**src/rtl/merge_alu_pkg.sv**
```systemverilog
package merge_alu_pkg;
  localparam int XLEN   = 64;
  localparam int BYTE_W = 8;
  localparam int NSIZE  = 4;
  localparam int NFLAG  = 5;
  localparam int OP_W   = 3;
  localparam int SZ_W   = 2;

  typedef enum logic [OP_W-1:0] {
    OP_ADD = 3'd0,
    OP_SUB = 3'd1,
    OP_AND = 3'd2,
    OP_OR  = 3'd3,
    OP_XOR = 3'd4,
    OP_MOV = 3'd5,
    OP_INS = 3'd6,
    OP_NOP = 3'd7
  } alu_op_e;

  typedef enum logic [SZ_W-1:0] {
    SZ_8  = 2'd0,
    SZ_16 = 2'd1,
    SZ_32 = 2'd2,
    SZ_64 = 2'd3
  } alu_size_e;

  typedef struct packed {
    logic zf;
    logic pf;
    logic sf;
    logic of;
    logic cf;
  } alu_flags_t;

  function automatic logic even_parity8(input logic [BYTE_W-1:0] v);
    return ~(^v);
  endfunction

  function automatic logic add_ovf(input logic a_msb, input logic b_msb, input logic r_msb);
    return (a_msb == b_msb) && (r_msb != a_msb);
  endfunction

  function automatic logic sub_ovf(input logic a_msb, input logic b_msb, input logic r_msb);
    return (a_msb != b_msb) && (r_msb != a_msb);
  endfunction
endpackage

```
**src/rtl/merge_alu_lanes.sv**
```systemverilog
module merge_alu_lanes
  import merge_alu_pkg::*;
#(
  parameter int XW = XLEN
) (
  input  logic [OP_W-1:0] op,
  input  logic [SZ_W-1:0] size,
  input  logic [XW-1:0]   src_a,
  input  logic [XW-1:0]   src_b,
  output logic [XW-1:0]   raw_res,
  output alu_flags_t      raw_flags
);
  logic [XW-1:0] lane_res [NSIZE];
  logic          lane_cf  [NSIZE];
  logic          lane_of  [NSIZE];
  logic          lane_sf  [NSIZE];

  for (genvar g = 0; g < NSIZE; g++) begin : g_lane
    localparam int W = BYTE_W << g;
    logic [W:0]   s_add;
    logic [W:0]   s_sub;
    logic [W-1:0] r;
    logic         cf;
    logic         of;

    assign s_add = {1'b0, src_a[W-1:0]} + {1'b0, src_b[W-1:0]};
    assign s_sub = {1'b0, src_a[W-1:0]} - {1'b0, src_b[W-1:0]};

    always_comb begin
      r  = '0;
      cf = 1'b0;
      of = 1'b0;
      case (op)
        OP_ADD: begin
          r  = s_add[W-1:0];
          cf = s_add[W];
          of = add_ovf(src_a[W-1], src_b[W-1], s_add[W-1]);
        end
        OP_SUB: begin
          r  = s_sub[W-1:0];
          cf = s_sub[W];
          of = sub_ovf(src_a[W-1], src_b[W-1], s_sub[W-1]);
        end
        OP_AND:  r = src_a[W-1:0] & src_b[W-1:0];
        OP_OR:   r = src_a[W-1:0] | src_b[W-1:0];
        OP_XOR:  r = src_a[W-1:0] ^ src_b[W-1:0];
        OP_MOV:  r = src_b[W-1:0];
        default: r = '0;
      endcase
    end

    always_comb begin
      lane_res[g]        = '0;
      lane_res[g][W-1:0] = r;
    end
    assign lane_cf[g] = cf;
    assign lane_of[g] = of;
    assign lane_sf[g] = r[W-1];
  end

  logic is_ins;
  logic is_nop;
  assign is_ins = (op == OP_INS);
  assign is_nop = (op == OP_NOP);

  always_comb begin
    if (is_ins) begin
      raw_res              = '0;
      raw_res[BYTE_W-1:0]  = src_b[BYTE_W-1:0];
      raw_flags.cf         = 1'b0;
      raw_flags.of         = 1'b0;
      raw_flags.sf         = src_b[BYTE_W-1];
    end else begin
      raw_res      = lane_res[size];
      raw_flags.cf = lane_cf[size];
      raw_flags.of = lane_of[size];
      raw_flags.sf = lane_sf[size];
    end
    raw_flags.zf = (raw_res == '0);
    raw_flags.pf = even_parity8(raw_res[BYTE_W-1:0]);
    if (is_nop) raw_flags = '0;
  end
endmodule

```
**src/rtl/merge_alu_merge.sv**
```systemverilog
module merge_alu_merge
  import merge_alu_pkg::*;
#(
  parameter int XW = XLEN
) (
  input  logic [SZ_W-1:0] size,
  input  logic            ins_mode,
  input  logic            keep_dest,
  input  logic            hi_lane,
  input  logic [XW-1:0]   old_dest,
  input  logic [XW-1:0]   raw_res,
  output logic [XW-1:0]   merged
);
  localparam int HALF_W = 2 * BYTE_W;

  always_comb begin
    merged = old_dest;
    if (keep_dest) begin
      merged = old_dest;
    end else if (ins_mode) begin
      if (hi_lane) merged[HALF_W-1:BYTE_W] = raw_res[BYTE_W-1:0];
      else         merged[BYTE_W-1:0]      = raw_res[BYTE_W-1:0];
    end else begin
      case (size)
        SZ_8:    merged[BYTE_W-1:0] = raw_res[BYTE_W-1:0];
        SZ_16:   merged[HALF_W-1:0] = raw_res[HALF_W-1:0];
        default: merged = raw_res;
      endcase
    end
  end
endmodule

```
**src/rtl/merge_alu.sv**
```systemverilog
module merge_alu
  import merge_alu_pkg::*;
(
  input  logic        clk,
  input  logic        rst_n,
  input  logic        in_valid,
  input  logic [2:0]  op,
  input  logic [1:0]  size,
  input  logic        hi_lane,
  input  logic [63:0] src_a,
  input  logic [63:0] src_b,
  output logic        out_valid,
  output logic [63:0] result,
  output logic [4:0]  flags
);
  logic [XLEN-1:0] raw_res;
  alu_flags_t      raw_flags;
  logic [XLEN-1:0] merged;
  logic            ins_mode;
  logic            keep_dest;

  assign ins_mode  = (op == OP_INS);
  assign keep_dest = (op == OP_NOP);

  merge_alu_lanes #(.XW(XLEN)) u_lanes (
    .op       (op),
    .size     (size),
    .src_a    (src_a),
    .src_b    (src_b),
    .raw_res  (raw_res),
    .raw_flags(raw_flags)
  );

  merge_alu_merge #(.XW(XLEN)) u_merge (
    .size     (size),
    .ins_mode (ins_mode),
    .keep_dest(keep_dest),
    .hi_lane  (hi_lane),
    .old_dest (src_a),
    .raw_res  (raw_res),
    .merged   (merged)
  );

  always_ff @(posedge clk or negedge rst_n) begin
    if (!rst_n) begin
      out_valid <= 1'b0;
      result    <= '0;
      flags     <= '0;
    end else begin
      out_valid <= in_valid;
      if (in_valid) begin
        result <= merged;
        flags  <= raw_flags;
      end
    end
  end
endmodule

```
**config.mk**
```make
export PLATFORM = sky130hd
export DESIGN_NAME = merge_alu
export DESIGN_NICKNAME = d
export VERILOG_FILES = /design/src/rtl/merge_alu_pkg.sv /design/src/rtl/merge_alu_lanes.sv /design/src/rtl/merge_alu_merge.sv /design/src/rtl/merge_alu.sv
export SDC_FILE = /design/constraint.sdc
export NUM_CORES = 1
export LEC_CHECK = 0
export CORE_AREA = 2 2 217 133
export CTS_CLUSTER_SIZE = 10
export DETAILED_ROUTE_END_ITERATION = 8
export DIE_AREA = 0 0 219 135
export PLACE_DENSITY = 0.95
export SLEW_MARGIN = 20
export SYNTH_ARGS = -nofsm -noshare
export SYNTH_HDL_FRONTEND = slang
export SYNTH_HIERARCHICAL = 1
export SYNTH_SLANG_ARGS = --single-unit
export TNS_END_PERCENT = 5
```
**constraint.sdc**
```tcl
create_clock -name clk -period 1.46 [get_ports clk]
set_input_delay 0.365 -clock clk [delete_from_list [all_inputs] [get_ports clk]]
set_output_delay 0.365 -clock clk [all_outputs]
set_load 0.005 [all_outputs]
```
==> results of run 1 <==
## synth_stat cells, drive strengths merged, types with 47 or more instances
master / instances / area share
nand2: 184 / 0.040
buf: 68 / 0.022
o21ai: 149 / 0.043
o31ai: 49 / 0.021
ha: 213 / 0.15
nor4: 54 / 0.021
a211oi: 47 / 0.021
nor2: 204 / 0.044
mux2: 138 / 0.096
a21oi: 263 / 0.076
clkbuf: 82 / 0.018
dfrtp: 70 / 0.10
nor3: 59 / 0.018
nand3: 56 / 0.016
inv: 210 / 0.045
## stage by stage
stage	setup WS, ps	area [um2]	hold WS (ps)	setup TNS [ps]
2_1_floorplan	-2462	17780	69.41	-114310
3_3_place_gp	-3594	26720	399.1	-185240
## cell families after synthesis
group / after synthesis / share of synthesized area
muxes: 173 / 0.1157
AOI/OAI and AO/OA: 843 / 0.3181
and+or+nand+nor: 732 / 0.2052
adders and majority gates: 215 / 0.1551
buffers and inverters: 364 / 0.08525
DFF: 70 / 0.1005
xor gates and xnor gates: 40 / 0.02009
==> impl_results.md, run 1 <==
* HPWL after DPL at 105.2 mm
* Starting Density at 0.6362
* I/O Buffers at 206
* Post-Syn Nets at 2789
* Mapped Area at 17440 um2
* I/O pins at 207
* Number of synthesized flops with an enable pin at 0
* Post-synthesis sequential area ratio at 0.1005
* Synth Register Bits at 70
* Die Y at 135 um
* Run status: stopped before the end
* Ys Warns at 6
* Err: [ERROR DPL-0033] detailed placement checks failed during check placement.
* Post-synth cell types at 104
* Stop stage: detailed placement
* Avg Inst Size Synth at 7.154 um2
* Synth Instances at 2437
* Top FF cell, synth: dfrtp_1
* Ys async rst share at 1.000
* GP Congestion at 1.485
* Floorplan row count at 47
* Chip Width at 219 um
==> run 2, diff against run 1 <==
CORE_AREA = 2 2 212 214   (was 2 2 217 133)
CTS_CLUSTER_SIZE = default   (was 10)
DIE_AREA = 0 0 214 216   (was 0 0 219 135)
PLACE_DENSITY = default   (was 0.95)
PLACE_DENSITY_LB_ADDON = 0.15   (was default)
==> run 2 against run 1 <==
Effect of this change:
- the flow now finishes, with violations (hold timing, setup timing)
- synthesized area unchanged
- synthesized cell count unchanged
==> impl_results.md, run 2 <==
* Initial antenna violation count at 3
* Synth area leaders: ha_1 15%, dfrtp_1 10%, a21oi_1 7.4%, mux2_2 6.9%, inv_1 4.5%
* Worst-path clk slew at 80 ps
* Post-synthesis sequential area ratio at 0.1005 (unchanged)
* Fin. max-slew vios at 0
* Die area at 46220 um2
* HPWL after DPL at 83.51 mm (-21%)
* Final Hold Viols at 18
* Cell Pwr Density at 584.9 nW/um2
* CP max FO at 4
* Nets at 3991
* Arr. time, crit path at 4800 ps
* Ys async rst share at 1.000 (unchanged)
* Mapped Area at 17440 um2 (unchanged)
* # H-tree levels at 3
* Max reg flops at 64
* Crit start category: input pin
* Worst min-delay path class: in2async
* GR Overflow Total at 0
* Top-count cell post-synth: a21oi_1
* Clock latency on the worst-skew pair at 420 ps
* Vias at 25440
* WP data required at 1820 ps
* Worst Path Buf+Inv at 3
* Avg Inst Size Synth at 7.154 um2 (unchanged)
* Area growth, synth to finish at 78.57%
* Period utilization at 3.037
* Clk buf depth at 2
* Peak supply drop at 0.0005235 V
* Finished Layout Cells at 4238
* Ys Warns at 6 (unchanged)
* Minimum hold slack at -20.85 ps
* RSZ-0062 raised after global routing: true
* Slowest CP cell: or4_4
* Share of layout cells above drive strength 1 at 0.4863
* Run status: complete, but fails checks
* Worst setup EP type: flop
* Most frequent cells in the layout: 1078 x buf_4, 192 x a21oi_1, 180 x nor2_1
* Final Total Pwr at 18.21 mW
* Fillcell total at 3539
* Core Area at 43840 um2
* Slew HR at 0.4781
* GP Congestion at 1.105 (-26%)
* CTS tree: done
* Initial DRC count at 2707
* Clock Tree Root: clkbuf_16
* First-pass GRT wire length at 151.8 mm
* Crit path max-delay family: compound AO/OA/AOI/OAI gates
* Peak Freq at 225.5 MHz
* WL per Instance at 24.70 um
* Start-to-end type of the worst setup path: in2reg
* # setup viols final at 70
* I/O pins at 207 (unchanged)
* Starting Density at 0.3977 (-0.2385)
* Leak at 14.89 nW
* Drt first pass iters at 6
* Worst Tran Pin Value at 775.7 ps
* Top FF cell, synth: dfrtp_1
* Clk sinks at 70
* Number of synthesized flops with an enable pin at 0 (unchanged)
* Largest registers: result (64), flags (5), out_valid (1)
* # DRC at 0
* Pre-CTS setup slack at -3851 ps
* Final worst slack at -2974 ps
* Avg Vias per Cell at 6.003
* Commonest non-fill, non-tap cell in the layout: buf_4
* Most frequent CP cell: nand4_1
* Synth cell count leaders: 259 x a21oi_1, 213 x ha_1, 207 x inv_1
* Post-route minimum period at 4434 ps
* Failing checks: hold timing, setup timing
* Max incr delay on CP at 500 ps
* Routed Wire Length at 104.7 mm
* Max Cap Viol at 0
* Biggest register: result
* I/O Buffers at 206 (unchanged)
* Post-Syn Nets at 2789 (unchanged)
* Floorplan row count at 77 (+64%)
* Crit-path cells: buf_8 > clkinvlp_4 > buf_4 > ha_2 > o311ai_4 > a31oi_4 > nand3_2 > a21boi_2 > o32ai_2 > a222oi_1 > o21ai_1 > o31ai_2 > ha_2 > nand4_1 > a31oi_1 > o2111ai_1 > or4_4 > nor3_2 > nand4_1 > and4b_1 > nand4_1 > nor4_2 > mux2_4
* Clk_skew at 0 ps
* Post-Route Utilization at 0.7103
* TritonCTS Buffers at 9
* Die Y at 216 um (+60%)
* DP Cell Count at 4148
* Largest net degree at the start of global routing at 71
* Chip Width at 214 um (-2.3%)
* Post-synth cell types at 104 (unchanged)
* Total GRT Usage at 0.4288
* DRT antenna net count at 0
* Number of global-route vias before repair at 25220
* TNS Setup at -133120 ps
* Synth top area share at 0.1529 (unchanged)
* Dominant cell type by area after synthesis: ha_1
* Synth Register Bits at 70 (unchanged)
* Synth Instances at 2437 (unchanged)
==> run 2: logic make-up after synthesis <==
group | Yosys count | share of synthesized area
AO/OA/AOI/OAI | 843 | 0.3181
AND/OR/NAND/NOR | 732 | 0.2052
buffers and inverters | 364 | 0.08525
adder cells (fa/ha/maj) | 215 | 0.1551
multiplexers | 173 | 0.1157
flip-flops | 70 | 0.1005
XOR/XNOR | 40 | 0.02009
==> run 2: area by class of cell <==
type | instances | area [um2] | share of cell area
Clock inverter | 6 | 37.54 | 0.001206
Antenna cell | 2 | 5.005 | 0.0001607
Clock buffer | 10 | 239.0 | 0.007676
Sequential cell | 70 | 1752 | 0.05626
Timing Repair Buffer | 1341 | 10860 | 0.3489
Tap cell | 592 | 740.7 | 0.02379
Inverter | 214 | 842.1 | 0.02705
Multi-Input combinational cell | 2003 | 16660 | 0.5350
==> run 2: what timing repair did <==
action                                  in CTS  in global routing
pin swaps                                   83                 98
hold buffers                                 0                  0
resized for setup                          453                351
buffers inserted                            38                 34
endpoints found under the hold margin        0                  0
endpoints found under the setup margin     139                 80
cloned                                       1                  1
==> run 2: per-layer routing <==
layer | global-route usage | vias to the layer above | part of all wire
met5 | 0 | - | 0.00011
met4 | 0.2783 | 2 | 0.074
met3 | 0.08569 | 419 | 0.088
met2 | 0.7017 | 1415 | 0.45
met1 | 0.5124 | 12230 | 0.38
li1 | - | 11370 | -
==> run 2: report_power, final <==
part	internal, mW	switching (mW)	total (mW)
clock network	1.19	1.25	2.44
logic	6.45	6.93	13.4
registers	2.23	0.160	2.39
total	9.87	8.34	18.2
==> run 2: through the flow <==
step	cell area (um2)	hold WS, ps
finish	31130	-20.85
global route	31130	24.68
CTS	29660	1.490
detailed placement	27980	432.1
global placement	27980	423.8
floorplan	17780	69.41
==> run 2: final timing paths <==
kind | cells past startpoint | end | from | slack [ps]
worst min register to register | 1 | result[13] | result[13] | 500
worst max register to register | 1 | flags[0] | flags[0] | 630
worst max-delay path | 23 | flags[4] | src_b[1] | -2970
min in group clk | 2 | out_valid | in_valid | 340
worst min-delay path | 2 | out_valid | rst_n | -20
max in group asynchronous | 2 | result[27] | rst_n | 1080
Note: power is estimated with default switching activity, not from simulation.
